## src/rtl/muldiv_pkg.sv

```systemverilog
package muldiv_pkg;
  typedef enum logic {
    OP_MUL = 1'b0,
    OP_DIV = 1'b1
  } op_e;
endpackage

```

## src/rtl/muldiv_ctrl.sv

```systemverilog
module muldiv_ctrl
  import muldiv_pkg::*;
#(
  parameter int MUL_LAT   = 12,
  parameter int DIV_LAT   = 35,
  parameter int MUL_STEPS = 11,
  parameter int DIV_STEPS = 32
) (
  input  logic clk,
  input  logic rst_n,
  input  logic cmd_fire,
  input  op_e  cmd_op,
  input  logic wr_fire,
  output logic busy,
  output logic done,
  output logic step,
  output logic commit
);
  localparam int LAT_MAX = (MUL_LAT > DIV_LAT) ? MUL_LAT : DIV_LAT;
  localparam int CW      = $clog2(LAT_MAX + 1);
  localparam logic [CW-1:0] MUL_END  = CW'(MUL_LAT - 1);
  localparam logic [CW-1:0] DIV_END  = CW'(DIV_LAT - 1);
  localparam logic [CW-1:0] MUL_STOP = CW'(MUL_STEPS);
  localparam logic [CW-1:0] DIV_STOP = CW'(DIV_STEPS);

  op_e           op_q;
  logic [CW-1:0] elapsed;
  logic          last;

  always_comb begin
    last   = busy && (elapsed == ((op_q == OP_DIV) ? DIV_END : MUL_END));
    step   = busy && (elapsed < ((op_q == OP_DIV) ? DIV_STOP : MUL_STOP));
    commit = last && !cmd_fire && !wr_fire;
  end

  always_ff @(posedge clk or negedge rst_n) begin
    if (!rst_n) begin
      busy    <= 1'b0;
      done    <= 1'b0;
      elapsed <= '0;
      op_q    <= OP_MUL;
    end else begin
      done <= commit;
      if (cmd_fire) begin
        busy    <= 1'b1;
        elapsed <= '0;
        op_q    <= cmd_op;
      end else if (wr_fire) begin
        busy <= 1'b0;
      end else if (last) begin
        busy <= 1'b0;
      end else if (busy) begin
        elapsed <= elapsed + 1'b1;
      end
    end
  end

  AST_DONE_PULSE: assert property (@(posedge clk) disable iff (!rst_n)
    done |=> !done);
  AST_DONE_IDLE: assert property (@(posedge clk) disable iff (!rst_n)
    done |-> !busy);
  AST_START_BUSY: assert property (@(posedge clk) disable iff (!rst_n)
    cmd_fire |=> (busy && elapsed == '0));
  AST_WRITE_ABORT: assert property (@(posedge clk) disable iff (!rst_n)
    (wr_fire && !cmd_fire) |=> !busy);
  AST_ELAPSED_BOUND: assert property (@(posedge clk) disable iff (!rst_n)
    busy |-> (elapsed < CW'(LAT_MAX)));
endmodule

```

## src/rtl/muldiv_dp.sv

```systemverilog
module muldiv_dp
  import muldiv_pkg::*;
#(
  parameter int XLEN     = 32,
  parameter int MUL_BITS = 3
) (
  input  logic            clk,
  input  logic            rst_n,
  input  logic            load,
  input  op_e             op,
  input  logic            sgn,
  input  logic [XLEN-1:0] opa,
  input  logic [XLEN-1:0] opb,
  input  logic            step,
  output logic [XLEN-1:0] res_lo,
  output logic [XLEN-1:0] res_hi
);
  localparam int PW        = 2 * XLEN;
  localparam int MUL_STEPS = (XLEN + MUL_BITS - 1) / MUL_BITS;
  localparam int MW        = MUL_STEPS * MUL_BITS;

  op_e             op_q;
  logic            neg_main, neg_rem, dz;
  logic [XLEN-1:0] dividend_q, divisor;
  logic [PW-1:0]   mul_acc, mul_cand;
  logic [MW-1:0]   mul_plier;
  logic [XLEN-1:0] div_rem, div_quo;

  // operand magnitudes
  logic [XLEN-1:0] a_mag, b_mag;
  logic            a_neg, b_neg;
  always_comb begin
    a_neg = sgn && opa[XLEN-1];
    b_neg = sgn && opb[XLEN-1];
    a_mag = a_neg ? (~opa + 1'b1) : opa;
    b_mag = b_neg ? (~opb + 1'b1) : opb;
  end

  // multiply: one partial-product term per retired multiplier bit
  logic [PW-1:0] pp_term [MUL_BITS];
  logic [PW-1:0] pp_sum;
  for (genvar g = 0; g < MUL_BITS; g++) begin : g_pp
    assign pp_term[g] = mul_plier[g] ? (mul_cand << g) : '0;
  end
  always_comb begin
    pp_sum = '0;
    for (int i = 0; i < MUL_BITS; i++) pp_sum = pp_sum + pp_term[i];
  end

  // divide: one restoring step
  logic [XLEN:0]   shifted;
  logic [XLEN+1:0] trial;
  logic            take;
  logic [XLEN-1:0] rem_next;
  always_comb begin
    shifted  = {div_rem, div_quo[XLEN-1]};
    trial    = {1'b0, shifted} - {2'b00, divisor};
    take     = !trial[XLEN+1];
    rem_next = take ? trial[XLEN-1:0] : shifted[XLEN-1:0];
  end

  always_ff @(posedge clk or negedge rst_n) begin
    if (!rst_n) begin
      op_q       <= OP_MUL;
      neg_main   <= 1'b0;
      neg_rem    <= 1'b0;
      dz         <= 1'b0;
      dividend_q <= '0;
      divisor    <= '0;
      mul_acc    <= '0;
      mul_cand   <= '0;
      mul_plier  <= '0;
      div_rem    <= '0;
      div_quo    <= '0;
    end else if (load) begin
      op_q       <= op;
      dz         <= (opb == '0);
      neg_main   <= (a_neg ^ b_neg) && (opb != '0);
      neg_rem    <= a_neg;
      dividend_q <= opa;
      divisor    <= b_mag;
      mul_acc    <= '0;
      mul_cand   <= PW'(b_mag);
      mul_plier  <= MW'(a_mag);
      div_rem    <= '0;
      div_quo    <= a_mag;
    end else if (step) begin
      if (op_q == OP_DIV) begin
        div_rem <= rem_next;
        div_quo <= {div_quo[XLEN-2:0], take};
      end else begin
        mul_acc   <= mul_acc + pp_sum;
        mul_cand  <= mul_cand << MUL_BITS;
        mul_plier <= mul_plier >> MUL_BITS;
      end
    end
  end

  // sign fix-up on the finished magnitudes
  logic [PW-1:0] prod;
  always_comb begin
    prod = neg_main ? (~mul_acc + 1'b1) : mul_acc;
    if (op_q == OP_DIV) begin
      res_lo = dz ? '1 : (neg_main ? (~div_quo + 1'b1) : div_quo);
      res_hi = dz ? dividend_q : (neg_rem ? (~div_rem + 1'b1) : div_rem);
    end else begin
      res_lo = prod[XLEN-1:0];
      res_hi = prod[PW-1:XLEN];
    end
  end

  AST_REM_BELOW_DIVISOR: assert property (@(posedge clk) disable iff (!rst_n)
    (op_q == OP_DIV && divisor != '0) |-> (div_rem < divisor));
endmodule

```

## src/rtl/muldiv_hilo.sv

```systemverilog
module muldiv_hilo #(
  parameter int XLEN = 32
) (
  input  logic            clk,
  input  logic            rst_n,
  input  logic            commit,
  input  logic [XLEN-1:0] res_lo,
  input  logic [XLEN-1:0] res_hi,
  input  logic            wr_fire,
  input  logic            wr_sel,
  input  logic [XLEN-1:0] wr_data,
  input  logic            rd_sel,
  output logic [XLEN-1:0] rd_data
);
  logic [XLEN-1:0] lo_q, hi_q;

  always_ff @(posedge clk or negedge rst_n) begin
    if (!rst_n) begin
      lo_q <= '0;
      hi_q <= '0;
    end else if (commit) begin
      lo_q <= res_lo;
      hi_q <= res_hi;
    end else if (wr_fire) begin
      if (wr_sel) hi_q <= wr_data;
      else        lo_q <= wr_data;
    end
  end

  assign rd_data = rd_sel ? hi_q : lo_q;

  AST_HILO_HOLD: assert property (@(posedge clk) disable iff (!rst_n)
    (!commit && !wr_fire) |=> ($stable(lo_q) && $stable(hi_q)));
  AST_COMMIT_WRITE_EXCL: assert property (@(posedge clk) disable iff (!rst_n)
    !(commit && wr_fire));
endmodule

```

## src/rtl/muldiv_unit.sv

```systemverilog
module muldiv_unit
  import muldiv_pkg::*;
#(
  parameter int XLEN     = 32,
  parameter int MUL_BITS = 3,
  parameter int MUL_LAT  = 12,
  parameter int DIV_LAT  = 35
) (
  input  logic            clk,
  input  logic            rst_n,
  input  logic            cmd_valid,
  input  logic            cmd_op,
  input  logic            cmd_signed,
  input  logic [XLEN-1:0] cmd_a,
  input  logic [XLEN-1:0] cmd_b,
  input  logic            wr_valid,
  input  logic            wr_sel,
  input  logic [XLEN-1:0] wr_data,
  input  logic            rd_valid,
  input  logic            rd_sel,
  output logic            rd_ready,
  output logic [XLEN-1:0] rd_data,
  output logic            rd_stall,
  output logic            busy,
  output logic            done
);
  localparam int MUL_STEPS = (XLEN + MUL_BITS - 1) / MUL_BITS;
  localparam int DIV_STEPS = XLEN;

  op_e             op_in;
  logic            step, commit;
  logic [XLEN-1:0] res_lo, res_hi;

  assign op_in = cmd_op ? OP_DIV : OP_MUL;

  muldiv_ctrl #(
    .MUL_LAT(MUL_LAT), .DIV_LAT(DIV_LAT),
    .MUL_STEPS(MUL_STEPS), .DIV_STEPS(DIV_STEPS)
  ) ctrl_i (
    .clk(clk), .rst_n(rst_n), .cmd_fire(cmd_valid), .cmd_op(op_in),
    .wr_fire(wr_valid), .busy(busy), .done(done), .step(step), .commit(commit)
  );

  muldiv_dp #(.XLEN(XLEN), .MUL_BITS(MUL_BITS)) dp_i (
    .clk(clk), .rst_n(rst_n), .load(cmd_valid), .op(op_in), .sgn(cmd_signed),
    .opa(cmd_a), .opb(cmd_b), .step(step), .res_lo(res_lo), .res_hi(res_hi)
  );

  muldiv_hilo #(.XLEN(XLEN)) hilo_i (
    .clk(clk), .rst_n(rst_n), .commit(commit), .res_lo(res_lo), .res_hi(res_hi),
    .wr_fire(wr_valid), .wr_sel(wr_sel), .wr_data(wr_data),
    .rd_sel(rd_sel), .rd_data(rd_data)
  );

  assign rd_ready = !busy;
  assign rd_stall = rd_valid && busy;

  AST_NO_STALL_IDLE: assert property (@(posedge clk) disable iff (!rst_n)
    done |-> (rd_ready && !rd_stall));
endmodule

```

## config.mk

```make
export PLATFORM = sky130hd
export DESIGN_NAME = muldiv_unit
export DESIGN_NICKNAME = d
export VERILOG_FILES = /design/src/rtl/muldiv_pkg.sv /design/src/rtl/muldiv_ctrl.sv /design/src/rtl/muldiv_dp.sv /design/src/rtl/muldiv_hilo.sv /design/src/rtl/muldiv_unit.sv
export SDC_FILE = /design/constraint.sdc
export NUM_CORES = 2
export LEC_CHECK = 0
export BUFFER_PORTS_ARGS = -buffer_cell sky130_fd_sc_hd__buf_2
export CORE_MARGIN = 5
export CORE_UTILIZATION = 38
export DETAILED_ROUTE_END_ITERATION = 6
export GPL_TIMING_DRIVEN = 0
export PLACE_DENSITY = 0.64
export SYNTH_ARGS = -nofsm -noshare
export SYNTH_HDL_FRONTEND = slang
export SYNTH_HIERARCHICAL = 1
export SYNTH_SLANG_ARGS = --single-unit
```

## constraint.sdc

```tcl
create_clock -name clk -period 9.36 [get_ports clk]
set_input_delay 2.34 -clock clk [delete_from_list [all_inputs] [get_ports clk]]
set_output_delay 2.34 -clock clk [all_outputs]
set_load 0.1 [all_outputs]
```

# Yosys cells after proc, flatten, opt, wreduce, memory -nomap -nowiden

Index checks and enable logic that the tools add are counted.

Bits in read-only memories: 0
Flip-flop bits (word level): 365
Bits of input ports: 105
Memories kept: 0
Bits in latches: 0
Word-level logic and storage cells: 108
Memory bits (writable): 0

Shift-type cells: 0
Equality and inequality tests: 5
$add $sub $neg: 10
Multipliers: 0
Reductions and logical operators: 25
Magnitude comparators: 1
Div/mod/pow operators: 0
Mux-type cells: 45
Bitwise logic cells: 6

Operator list:

| kind                  | count |
|---|---|
| $mux 32               | 22 |
| $mux 64               | 10 |
| $add 64x64->64        | 3 |
| $add 32x1->32 const B | 4 |
| $not 32->32           | 4 |
| $mux 33               | 3 |
| $add 64x1->64 const B | 1 |
| $not 64->64           | 1 |
| $mux 6                | 6 |
| $sub 33x32->34        | 1 |
| $logic_not 32->1      | 1 |
| $reduce_bool 32->1    | 1 |
| $reduce_bool 2->1     | 5 |
| $logic_and 1x1->1     | 8 |
| $reduce_and 2->1      | 4 |
| $add 6x1->6 const B   | 1 |
| $eq 6x6->1            | 1 |
| $lt 6x6->1            | 1 |
| $ne 2x2->1 const B    | 3 |
| $logic_not 1->1       | 4 |
| $mux 1                | 4 |
| $reduce_and 3->1      | 1 |
| $reduce_bool 3->1     | 1 |
| $ne 2x1->1 const B    | 1 |
| $xor 1x1->1           | 1 |

# Logic depth before layout (Yosys ltp)

Word-level depth: 7
Mapped depth: 19
Mapped depth without buffers: 18

# Modules after synthesis

The synthesis kept the hierarchy.

Modules (own cells, without submodules):

| module      | times used | cells each | area an instance (um2) |
|---|---|---|---|
| muldiv_dp   | 1          | 3114       | 25577.0 |
| muldiv_hilo | 1          | 367        | 3948.8 |
| muldiv_ctrl | 1          | 55         | 554.3 |
| muldiv_unit | 1          | 2          | 10.0 |

# Worst setup path after synthesis

Ideal clock, no wire load.

Path kind: input port to output port
Start: in rd_sel
End: out rd_data[2]
Cell stages on the path: 3
Path slack: 3.563 ns
Path buffers: 2
Data required time: 7.020 ns
Arrival: 3.457 ns
Path through: clkbuf_1 buf_2 mux2_1

Longest elaborated chain between the ends: 1

RTL lines:

| item               | RTL line          | text |
|---|---|---|
| start: declaration | muldiv_unit.sv:20 | `input logic rd_sel,` |
| $mux 32            | muldiv_hilo.sv:30 | `assign rd_data = rd_sel ? hi_q : lo_q;` |
| end: declaration   | muldiv_unit.sv:22 | `output logic [XLEN-1:0] rd_data,` |

No other way between the ends.

# Worst setup path after layout

Start: reg dp_i.mul_plier[2]
End: reg dp_i.mul_acc[60]

Longest elaborated chain between the ends: 6

RTL lines:

| item                     | RTL line        | text |
|---|---|---|
| start: declaration       | muldiv_dp.sv:26 | `logic [MW-1:0] mul_plier;` |
| start signal: assignment | muldiv_dp.sv:84 | `mul_plier <= MW'(a_mag);` |
| start signal: assignment | muldiv_dp.sv:94 | `mul_plier <= mul_plier >> MUL_BITS;` |
| $mux 64                  | muldiv_dp.sv:43 | `assign pp_term[g] = mul_plier[g] ? (mul_cand << g) : '0;` |
| $add 64x64->64           | muldiv_dp.sv:47 | `for (int i = 0; i < MUL_BITS; i++) pp_sum = pp_sum + pp_term[i];` |
| $add 64x64->64           | muldiv_dp.sv:92 | `mul_acc <= mul_acc + pp_sum;` |
| $mux 64                  | muldiv_dp.sv:88 | `if (op_q == OP_DIV) begin` |
| $mux 64                  | muldiv_dp.sv:87 | `end else if (step) begin` |
| $mux 64                  | muldiv_dp.sv:75 | `end else if (load) begin` |
| end signal: assignment   | muldiv_dp.sv:92 |  |
| end: declaration         | muldiv_dp.sv:25 | `logic [PW-1:0] mul_acc, mul_cand;` |

No other way between the ends. The select of a mux whose other input is x is not followed.
A chain may end at the register's enable or synchronous reset.

==> metrics.txt <==
Max Freq=144 MHz; share of cells above drive strength 1=0.0934; antenna-violating nets left=0; largest net degree at the start of global routing=119; Critical Path End Type=register; I/O pins=141; total number of vias=27504; vias in the first global route=26500; R2R depth=19; dpl ws=2640 ps; CP max-delay cell=clkbuf_1; post-CTS setup buffer count=0; synth-to-layout area growth=12.1%; All-Layer GR Usage=0.249; post_cts resized=0; hold_buf cts=0; Post-Route WL=109000 um; unrepaired setup endpoints after global routing=no; clock net sink count=365; top_reg_cell synth=dfrtp_1; Rel. slew slack=0.0878; critical path cell sequence=clkbuf_1, clkbuf_1, nand2_1, fa_1, fa_1, inv_1, ha_1, inv_1, fa_1, and2b_1, o2111ai_1, a2111oi_0, o311ai_1, a21oi_2, a221oi_1, o31a_1, o21a_1, or4_1, o211ai_1; WP data arrival=7450 ps; largest area contributor in the netlist=dfrtp_1; maximum VDD drop=121 uV; met3 GRT Util=0.0365; die height=291 um; final setup margin=2420 ps; met2 Usage GRT=0.382; die area=0.0849 sq mm; Initial Utilization=0.382; first-pass GRT wire length=165000 um; fraction of registers with async set/reset=1.00; Yosys reg bits=365; Final Setup Violations=0; routed vias/inst=5.71; met1 GRT Util=0.347; Final #Nets=4060; post-route minimum period=6940 ps; instance count of the mapped netlist=3538; Clock Latency Late Sink=610 ps; CP Launch Type=register; post-DR wirelength/cell=22.7 um; post-synth top area share=0.304; Avg Inst Size Synth=8.50 sq um; core area=0.0787 sq mm; biggest cell delay along the critical path=820 ps; Placer Congestion=1.08; outcome=finished clean; initial detailed-routing violation count=2578; warning count from the yosys run=6; grt peak-use layer=met2; EDFF count, synth=0; IO Port Bufs=138; row count=103; depth of the CTS H-tree=2; # fillers=7789; Root Driver=clkbuf_16; drt pass-1 iters=7; CTS tree=yes; Syn Nets=3873; post-DP HPWL=85900 um; Min-Delay Path Class=register to register; Worst EP required=9860 ps; pins over their slew limit=0; Worst path most repeated cell=fa_1; clock skew=30.3 ps; Syn Std Cell Area=0.0301 sq mm; ranking of synthesized cells by area=dfrtp_1 (30%), fa_1 (8.3%), nand2_1 (7.7%), ha_1 (4.4%), a21oi_1 (4.3%); Cell Pwr Density=214 mW/mm^2; Slew @ Worst Pin=1370 ps; clk buf depth=3; initial antenna violation count=3; grt ovf=0; Die W=291 um; reg2reg setup slack=2420 ps; crit-path max FO=10; synth unique cells=85; final hold vios=0; Worst Hold Depth=2; total CTS buffers=44; clock-pin transition on the worst setup and hold timing paths=60 ps; critical path class=register to register; crit share post-route=0.742; Max-cap violations=0; sequential share of the synthesized area=0.304; Static Leak=15.0 nW; detailed-route DRC error count=0; Layout Utilization=0.428
[cells by family after synthesis]
logic type / share of synthesized area
buf+inv: 0.0646
compound gates: 0.195
flops: 0.304
fa+ha+maj: 0.127
mux: 0.0567
xor+xnor: 0.0731
simple gates: 0.181
[power by group]
part           switching [mW]  internal (mW)  total [mW]
Combinational            2.22           1.18        3.40
Sequential              0.226           1.76        1.98
Clock                   0.750           1.09        1.84
[cell type report]
class | count | area, sq um | share of cell area
diodes | 3 | 7.51 | 0.000223
plain buffers | 211 | 886 | 0.0263
clock buffers | 62 | 1300 | 0.0385
clock inverters | 19 | 240 | 0.00712
inverters | 282 | 1060 | 0.0314
multi-input cells | 2680 | 19000 | 0.564
flip-flops and latches | 365 | 9130 | 0.271
well taps | 1050 | 1310 | 0.0389
repair buffers | 141 | 783 | 0.0232
[routing by layer]
| layer | vias to the layer above | part of all wire | routed length, um |
|---|---|---|---|
| met5 | - | 0.00012 | 13 |
| met4 | 2 | 0.058 | 6280 |
| met3 | 221 | 0.075 | 8210 |
| met2 | 1131 | 0.44 | 47700 |
| met1 | 13480 | 0.43 | 46900 |
| li1 | 12670 | - | - |
[sequential cells by signal, indices dropped and copies added, names as in the netlist, 6 cells and up]
| register | cells |
|---|---|
| ctrl_i/elapsed | 6 |
| dp_i/div_quo | 32 |
| dp_i/div_rem | 32 |
| dp_i/dividend_q | 32 |
| dp_i/divisor | 32 |
| dp_i/mul_acc | 64 |
| dp_i/mul_cand | 64 |
| dp_i/mul_plier | 32 |
| hilo_i/hi_q | 32 |
| hilo_i/lo_q | 32 |
[through the flow]
stage          power, mW  std cells  hold slack (ps)  TNS (ps)  area, sq um
2_1_floorplan       4.34       3538              445         0        30100
3_3_place_gp        5.29       4726              459   -570390        32100
3_5_place_dp        5.32       4729              470         0        32200
4_1_cts             7.18       4810              483         0        33700
5_1_grt             7.67       4812              514         0        33700
6_report            7.22       4813              481         0        33700
[cell usage after synthesis, types with 63 or more instances]
cell type	instances
mux2i_1	95
mux2_2	63
xnor2_1	143
clkbuf_1	163
inv_1	279
ha_1	105
fa_1	125
nor2_1	133
a21boi_0	85
o21ai_0	222
a21oi_1	258
nand2_1	618
xor2_1	108
dfrtp_1	365
[critical path: cells and delay by family (launching register included)]
kind            cells  cell delay, ps
buf+inv             4            1450
flops               1             320
fa+ha+maj           4            1560
compound gates      8            2660
simple gates        3             820
[worst paths after layout]
| path | startpoint | to |
|---|---|---|
| min in group asynchronous | rst_n | dp_i/divisor[13] |
| hold reg to reg | dp_i/mul_plier[29] | dp_i/mul_plier[29] |
| max in group asynchronous | rst_n | hilo_i/hi_q[31] |
| hold / removal | dp_i/mul_plier[29] | dp_i/mul_plier[29] |
| setup reg to reg | dp_i/mul_plier[2] | dp_i/mul_acc[60] |
| setup / recovery | dp_i/mul_plier[2] | dp_i/mul_acc[60] |
[layout by cell type (no fill, tap or decap), drive strengths merged, types with 20 or more instances in the layout]
master  instances
a221o          34
or4            20
nand2         618
inv           283
mux2           67
and3           21
o31ai          51
nor2b          49
and4bb         26
ha            105
o21ai         249
or3            37
a21oi         259
nand3          40
fa            125
nor3           26
xor2          108
and2           20
buf           189
dfrtp         365
clkbuf        225
o41ai          22
nor2          133
mux2i          95
o311ai         36
a21boi         85
nand4b         34
xnor2         143
a21o           51
nand4          33
nor4           24
(Power assumes the default switching activity.)
